## config.mk

```make
export PLATFORM = sky130hd
export DESIGN_NAME = exc_pend_csr
export DESIGN_NICKNAME = d
export VERILOG_FILES = /design/src/rtl/exc_csr_pkg.sv /design/src/rtl/exc_status_view.sv /design/src/rtl/exc_pend_strobes.sv /design/src/rtl/exc_sysctl_regs.sv /design/src/rtl/exc_pend_csr.sv
export SDC_FILE = /design/constraint.sdc
export NUM_CORES = 1
export LEC_CHECK = 0
export ABC_CLOCK_PERIOD_IN_PS = 900
export CAP_MARGIN = 20
export CORE_MARGIN = 8
export CORE_UTILIZATION = 50
export CTS_BUF_LIST = sky130_fd_sc_hd__clkbuf_4 sky130_fd_sc_hd__clkbuf_8 sky130_fd_sc_hd__clkbuf_16
export DETAILED_ROUTE_END_ITERATION = 16
export DONT_BUFFER_PORTS = 1
export PLACE_DENSITY_LB_ADDON = 0.12
export RECOVER_POWER = 50
export SLEW_MARGIN = 10
export SYNTH_ARGS = -nofsm -noshare
export SYNTH_HDL_FRONTEND = slang
export SYNTH_SLANG_ARGS = --single-unit
```

## constraint.sdc

```tcl
create_clock -name clk_i -period 0.9 [get_ports clk_i]
set_clock_uncertainty 0.1 [all_clocks]
set_input_delay 0.09 -clock clk_i [delete_from_list [all_inputs] [get_ports clk_i]]
set_output_delay 0.09 -clock clk_i [all_outputs]
set_load 0.01 [all_outputs]
```

## src/rtl/exc_csr_pkg.sv

```systemverilog
package exc_csr_pkg;
  localparam int DW = 32;

  typedef enum logic [1:0] {
    CSR_STATUS = 2'd0,
    CSR_VBASE  = 2'd1,
    CSR_KEYCTL = 2'd2,
    CSR_NONE   = 2'd3
  } csr_sel_e;

  // status word layout
  localparam int BIT_RETBASE  = 11;
  localparam int PEND_LSB     = 12;
  localparam int BIT_EXTP     = 22;
  localparam int BIT_TICK_CLR = 25;
  localparam int BIT_TICK     = 26;
  localparam int BIT_PSV_CLR  = 27;
  localparam int BIT_PSV      = 28;
  localparam int BIT_NMI      = 31;

  // keyed control
  localparam int          KEY_LSB    = 16;
  localparam logic [15:0] KEY_WR     = 16'h05FA;
  localparam logic [15:0] KEY_RD     = 16'hFA05;
  localparam int          RSTREQ_BIT = 2;

  typedef struct packed {
    logic nmi_set;
    logic psv_set;
    logic psv_clr;
    logic tick_set;
    logic tick_clr;
  } pend_cmd_t;
endpackage

```

## src/rtl/exc_status_view.sv

```systemverilog
module exc_status_view
  import exc_csr_pkg::*;
#(
  parameter int VEC_W = 9
) (
  input  logic [VEC_W-1:0] active_vec_i,
  input  logic [VEC_W-1:0] pend_vec_i,
  input  logic             active_nested_i,
  input  logic             ext_pend_i,
  input  logic             tick_pend_i,
  input  logic             pendsv_pend_i,
  input  logic             nmi_pend_i,
  output logic [DW-1:0]    word_o
);
  localparam int PEND_MSB = PEND_LSB + VEC_W - 1;

  logic no_active;
  assign no_active = (active_vec_i == '0);

  always_comb begin
    word_o                      = '0;
    word_o[VEC_W-1:0]           = active_vec_i;
    word_o[BIT_RETBASE]         = no_active | ~active_nested_i;
    word_o[PEND_MSB:PEND_LSB]   = pend_vec_i;
    word_o[BIT_EXTP]            = ext_pend_i;
    word_o[BIT_TICK]            = tick_pend_i;
    word_o[BIT_PSV]             = pendsv_pend_i;
    word_o[BIT_NMI]             = nmi_pend_i;
  end
endmodule

```

## src/rtl/exc_pend_strobes.sv

```systemverilog
module exc_pend_strobes
  import exc_csr_pkg::*;
(
  input  logic      clk_i,
  input  logic      rst_ni,
  input  logic      wr_i,
  input  pend_cmd_t cmd_i,
  output pend_cmd_t strb_o
);
  pend_cmd_t strb_d, strb_q;
  logic      armed_q;

  // a set request masks its paired clear
  always_comb begin
    strb_d.nmi_set  = wr_i & cmd_i.nmi_set;
    strb_d.psv_set  = wr_i & cmd_i.psv_set;
    strb_d.psv_clr  = wr_i & cmd_i.psv_clr & ~cmd_i.psv_set;
    strb_d.tick_set = wr_i & cmd_i.tick_set;
    strb_d.tick_clr = wr_i & cmd_i.tick_clr & ~cmd_i.tick_set;
  end

  always_ff @(posedge clk_i or negedge rst_ni) begin
    if (!rst_ni) begin
      strb_q  <= '0;
      armed_q <= 1'b0;
    end else begin
      strb_q  <= strb_d;
      armed_q <= 1'b1;
    end
  end

  assign strb_o = strb_q;

  AST_PSV_SET_WINS: assert property (@(posedge clk_i) disable iff (!rst_ni)
    armed_q && $past(wr_i && cmd_i.psv_set) |-> strb_q.psv_set && !strb_q.psv_clr);
  AST_TICK_SET_WINS: assert property (@(posedge clk_i) disable iff (!rst_ni)
    armed_q && $past(wr_i && cmd_i.tick_set) |-> strb_q.tick_set && !strb_q.tick_clr);
  AST_NMI_FOLLOWS_WR: assert property (@(posedge clk_i) disable iff (!rst_ni)
    armed_q && $past(wr_i && cmd_i.nmi_set) |-> strb_q.nmi_set);
  AST_IDLE_QUIET: assert property (@(posedge clk_i) disable iff (!rst_ni)
    armed_q && !$past(wr_i) |-> strb_q == '0);
endmodule

```

## src/rtl/exc_sysctl_regs.sv

```systemverilog
module exc_sysctl_regs
  import exc_csr_pkg::*;
#(
  parameter int ALIGN = 7
) (
  input  logic             clk_i,
  input  logic             rst_ni,
  input  logic             vbase_wr_i,
  input  logic [DW-1:ALIGN] vbase_i,
  input  logic             key_wr_i,
  input  logic [15:0]      key_i,
  input  logic             req_bit_i,
  output logic [DW-1:0]    vbase_o,
  output logic             rst_req_o
);
  logic [DW-1:ALIGN] vbase_q;
  logic              rst_req_q;
  logic              armed_q;
  logic              key_ok;

  assign key_ok = (key_i == KEY_WR);

  always_ff @(posedge clk_i or negedge rst_ni) begin
    if (!rst_ni) begin
      vbase_q   <= '0;
      rst_req_q <= 1'b0;
      armed_q   <= 1'b0;
    end else begin
      if (vbase_wr_i) vbase_q <= vbase_i;
      rst_req_q <= key_wr_i & key_ok & req_bit_i;
      armed_q   <= 1'b1;
    end
  end

  assign vbase_o   = {vbase_q, {ALIGN{1'b0}}};
  assign rst_req_o = rst_req_q;

  AST_VBASE_KEEP: assert property (@(posedge clk_i) disable iff (!rst_ni)
    armed_q && $past(vbase_wr_i) |-> vbase_o[DW-1:ALIGN] == $past(vbase_i));
  AST_BAD_KEY_IGNORED: assert property (@(posedge clk_i) disable iff (!rst_ni)
    armed_q && $past(key_wr_i && (key_i != KEY_WR)) |-> !rst_req_o);
  AST_REQ_NEEDS_WR: assert property (@(posedge clk_i) disable iff (!rst_ni)
    armed_q && !$past(key_wr_i) |-> !rst_req_o);
endmodule

```

## src/rtl/exc_pend_csr.sv

```systemverilog
module exc_pend_csr
  import exc_csr_pkg::*;
#(
  parameter int VEC_W = 9,
  parameter int ALIGN = 7
) (
  input  logic             clk_i,
  input  logic             rst_ni,
  input  logic [1:0]       addr_i,
  input  logic             wr_i,
  input  logic [31:0]      wdata_i,
  output logic [31:0]      rdata_o,
  input  logic [VEC_W-1:0] active_vec_i,
  input  logic [VEC_W-1:0] pend_vec_i,
  input  logic             active_nested_i,
  input  logic             ext_pend_i,
  input  logic             tick_pend_i,
  input  logic             pendsv_pend_i,
  input  logic             nmi_pend_i,
  output logic             nmi_set_o,
  output logic             pendsv_set_o,
  output logic             pendsv_clr_o,
  output logic             tick_set_o,
  output logic             tick_clr_o,
  output logic             sys_reset_req_o,
  output logic [31:0]      vbase_o
);
  csr_sel_e  sel;
  logic      wr_status, wr_vbase, wr_key;
  pend_cmd_t cmd, strb;
  logic [DW-1:0] status_word;
  logic unused_wdata;

  assign sel       = csr_sel_e'(addr_i);
  assign wr_status = wr_i & (sel == CSR_STATUS);
  assign wr_vbase  = wr_i & (sel == CSR_VBASE);
  assign wr_key    = wr_i & (sel == CSR_KEYCTL);

  assign cmd.nmi_set  = wdata_i[BIT_NMI];
  assign cmd.psv_set  = wdata_i[BIT_PSV];
  assign cmd.psv_clr  = wdata_i[BIT_PSV_CLR];
  assign cmd.tick_set = wdata_i[BIT_TICK];
  assign cmd.tick_clr = wdata_i[BIT_TICK_CLR];
  assign unused_wdata = ^{wdata_i[6:3], wdata_i[1:0]};

  exc_status_view #(.VEC_W(VEC_W)) u_view (
    .active_vec_i    (active_vec_i),
    .pend_vec_i      (pend_vec_i),
    .active_nested_i (active_nested_i),
    .ext_pend_i      (ext_pend_i),
    .tick_pend_i     (tick_pend_i),
    .pendsv_pend_i   (pendsv_pend_i),
    .nmi_pend_i      (nmi_pend_i),
    .word_o          (status_word)
  );

  exc_pend_strobes u_strobes (
    .clk_i  (clk_i),
    .rst_ni (rst_ni),
    .wr_i   (wr_status),
    .cmd_i  (cmd),
    .strb_o (strb)
  );

  exc_sysctl_regs #(.ALIGN(ALIGN)) u_sysctl (
    .clk_i      (clk_i),
    .rst_ni     (rst_ni),
    .vbase_wr_i (wr_vbase),
    .vbase_i    (wdata_i[DW-1:ALIGN]),
    .key_wr_i   (wr_key),
    .key_i      (wdata_i[KEY_LSB +: 16]),
    .req_bit_i  (wdata_i[RSTREQ_BIT]),
    .vbase_o    (vbase_o),
    .rst_req_o  (sys_reset_req_o)
  );

  always_comb begin
    unique case (sel)
      CSR_STATUS: rdata_o = status_word;
      CSR_VBASE:  rdata_o = vbase_o;
      CSR_KEYCTL: rdata_o = {KEY_RD, 16'h0000};
      default:    rdata_o = '0;
    endcase
  end

  assign nmi_set_o    = strb.nmi_set;
  assign pendsv_set_o = strb.psv_set;
  assign pendsv_clr_o = strb.psv_clr;
  assign tick_set_o   = strb.tick_set;
  assign tick_clr_o   = strb.tick_clr;

  AST_RD_ACTIVE: assert property (@(posedge clk_i) disable iff (!rst_ni)
    (sel == CSR_STATUS) |-> rdata_o[VEC_W-1:0] == active_vec_i);
  AST_IDLE_RETBASE: assert property (@(posedge clk_i) disable iff (!rst_ni)
    (sel == CSR_STATUS) && (active_vec_i == '0) |-> rdata_o[BIT_RETBASE]);
  AST_RD_EXT: assert property (@(posedge clk_i) disable iff (!rst_ni)
    (sel == CSR_STATUS) |-> rdata_o[BIT_EXTP] == ext_pend_i);
  AST_KEY_READ: assert property (@(posedge clk_i) disable iff (!rst_ni)
    (sel == CSR_KEYCTL) |-> rdata_o == 32'hFA05_0000);
  AST_NO_STROBE_OTHER: assert property (@(posedge clk_i) disable iff (!rst_ni)
    wr_i && (sel != CSR_STATUS) |=> !(nmi_set_o || pendsv_set_o || pendsv_clr_o
                                      || tick_set_o || tick_clr_o));
endmodule

```

==> results.py <==
metrics = {
    "clock_network": {
        "htreeDepth": 2,
        "cts_buffer_depth": 2,
        "cts-root-buf": "clkbuf_4",
        "cts_made_buffers": 5,
        "cts_tree": "done",
        "clkLatencyLatePin_ns": 0.33,
        "clock-sinks": 31,
        "cts.clk_slew.worst_paths_ns": 0.10,
    },
    "place": {
        "io_buffers": 0,
        "placed_cell_area_um2": 1950,
        "place_ws_ns": -0.167,
        "numPlacedInstances": 216,
        "gp_congestion": 0.704,
        "dp_hpwl_um": 3880,
    },
    "global_routing": {
        "track_usage_pct": 18.5,
        "grt_pass1_wl_um": 7620,
        "first_global_vias": 1494,
        "overflow": 0,
        "grt_start_max_net_pins": 32,
        "antenna_found_initial": 0,
    },
    "sta": {
        "fin_crit_ns": 1.26,
        "timing.final.ws_setup_ns": -0.360,
        "fin_worst_hold_slack_ns": -0.202,
        "maxSlewViolCount": 0,
        "rsz0062_at_grt": "yes",
        "tns_ns": -13.96,
        "fmaxAchievable_mhz": 794,
        "fin_crit_sh_pct": 140,
        "hold_viol_final": 4,
        "setup_viol": 76,
    },
    "synthesis": {
        "seq_area_frac_synth_pct": 45.4,
        "synthAdderAreaFrac_pct": 0,
        "synthXorXnorAreaFrac_pct": 0,
        "synth_warnings": 0,
        "synth_area_um2": 1710,
        "async_reset_ff_share_pct": 100,
        "synth-compound-area-share_pct": 3.51,
        "synthMuxAreaShare_pct": 27.3,
        "synth-edff-count": 0,
        "ys_ff_latch": 31,
        "synth_top_family_by_area": "multiplexers",
        "synth-simple-area-share_pct": 17.3,
        "synth_cell_types": 26,
        "avgSynthCellArea_um2": 11.8,
        "synth_cells": 145,
        "synth_ff_type": "dfrtp_1",
    },
    "critical_path": {
        "start_kind": "flop",
        "crit_fanout": 3,
        "worst_path_max_delay_cell": "dfrtp_1",
        "crit_path_end_kind": "output port",
        "critPathKind": "flop to output port",
        "required_ns": 0.71,
        "rrSetupSlack_ns": -0.19,
        "cp_num_buf_inv": 0,
        "worst_ep_arrival_time_ns": 1.07,
        "path_cells": "mux2i_1, nor2_2",
        "critical_path.top_delay_family": "flip-flops",
        "critPathMaxStageDelay_ns": 0.44,
    },
    "power_and_ir_drop": {
        "cellPowerDensity_nw_per_um2": 1680,
        "ir_drop_uv": 1210,
        "total_power_mw": 4.50,
        "p_leak_nw": 1.41,
    },
    "job": {
        "max_cap_viol_count": 0,
    },
    "floorplan": {
        "die_x_um": 74.5,
        "die-area_um2": 5550,
        "ios": 130,
        "start_util_pct": 51.7,
        "die_height_um": 74.5,
        "rows": 21,
        "core_um2": 3310,
    },
    "layout": {
        "antenna_cells": 0,
        "final.fill_count": 197,
        "fin_cells": 269,
        "layout-drive-gt1-share_pct": 50.2,
        "utilization_pct": 80.8,
        "nNetsFinal": 282,
        "syn_to_final_growth_pct": 56.3,
        "design_area_um2": 2670,
    },
    "route": {
        "first_pass_iters": 6,
        "routedWlPerCell_um": 21.8,
        "drtIter0Drc": 68,
        "route.detailed.drc": 0,
        "drt-total-wl_um": 5870,
        "antenna_left": 0,
        "viasPerCell": 5.37,
        "vias": 1445,
    },
    "status": {
        "violations": "hold timing, setup timing",
        "outcome": "finished, violations left",
    },
    "hold_path": {
        "min_path_type": "input port to flop",
    },
}
## repair_timing
item,4_1_cts,5_1_grt
resized for setup,53,29
pin swaps,3,8
hold buffers,23,3
endpoints found under the hold margin,62,11
cloned,0,0
setup buffers,9,10
setup endpoints to repair,56,81
## placed cells by master (no fill, tap or decap), types with 7 or more instances in the layout
cell	instances
dlymetal6s4s_1	7
dfrtp_1	31
clkbuf_4	8
buf_4	12
buf_6	40
nor2_1	7
mux2i_1	11
and2_1	7
dlygate4sd3_1	17
conb_1	7
nor2_2	11
mux2_4	24
## path summary, 6_finish.rpt
kind	cells after the start	from	end
worst min-delay path	1	wdata_i[16]	u_sysctl.vbase_q[16]
min in group asynchronous	2	rst_ni	u_sysctl.vbase_q[27]
worst max-delay path	2	u_sysctl.vbase_q[17]	rdata_o[17]
worst min register to register	1	u_sysctl.vbase_q[23]	u_sysctl.vbase_q[23]
max in group asynchronous	2	rst_ni	u_sysctl.vbase_q[19]
worst max register to register	3	u_sysctl.vbase_q[20]	u_sysctl.vbase_q[20]
## report_power, final
group | internal (mW) | switching (mW) | leakage, nW
logic | 1.17 | 0.658 | 0.992
registers | 1.61 | 0.237 | 0.379
clock network | 0.364 | 0.461 | 0.0361
total | 3.15 | 1.36 | 1.41
## Yosys cell counts, types with 2 or more instances
master	n	share of area, %
and3_1	3	1.1
buf_4	7	3.1
nor3b_1	2	0.88
clkbuf_1	3	0.66
or4bb_1	2	1.3
nor2_1	18	3.9
dfrtp_1	31	45
buf_6	3	2.0
mux2_2	5	3.3
o21ai_0	5	1.5
nor4_1	2	0.73
buf_2	2	0.59
mux2_4	20	18
mux2i_1	11	6.4
nand2_1	5	1.1
and2_1	12	4.4
nand4_1	2	0.73
a21o_1	4	1.8
## state kept, by name (all words and copies together), names as in the netlist
| signal | flops |
|---|---|
| u_strobes.strb_o | 5 |
| u_sysctl.rst_req_o | 1 |
| u_sysctl.vbase_q | 25 |
## per-layer routing
metal | up-vias | part of all wire (%) | global-route usage (%)
met1 | 702 | 36 | 18.5
li1 | 648 | - | -
met2 | 88 | 52 | 33.2
met3 | 7 | 11 | 7.82
met4 | 0 | 1.1 | 6.52
met5 | - | 0 | 0
## logic make-up after synthesis
| group | count (synthesis) |
|---|---|
| muxes | 36 |
| other | 1 |
| AOI/OAI and AO/OA | 10 |
| buffers and inverters | 15 |
| DFF | 31 |
| and+or+nand+nor | 52 |
## layout make-up
class / count / area (um2) / area share, %
Clock buffer: 7 / 52.6 / 1.97
Clock inverter: 1 / 5.00 / 0.187
Tap cell: 46 / 57.6 / 2.15
Multi-Input combinational cell: 105 / 945 / 35.3
Timing Repair Buffer: 79 / 838 / 31.4
Sequential cell: 31 / 776 / 29.0
No activity file was read; power rests on OpenSTA's default activity.
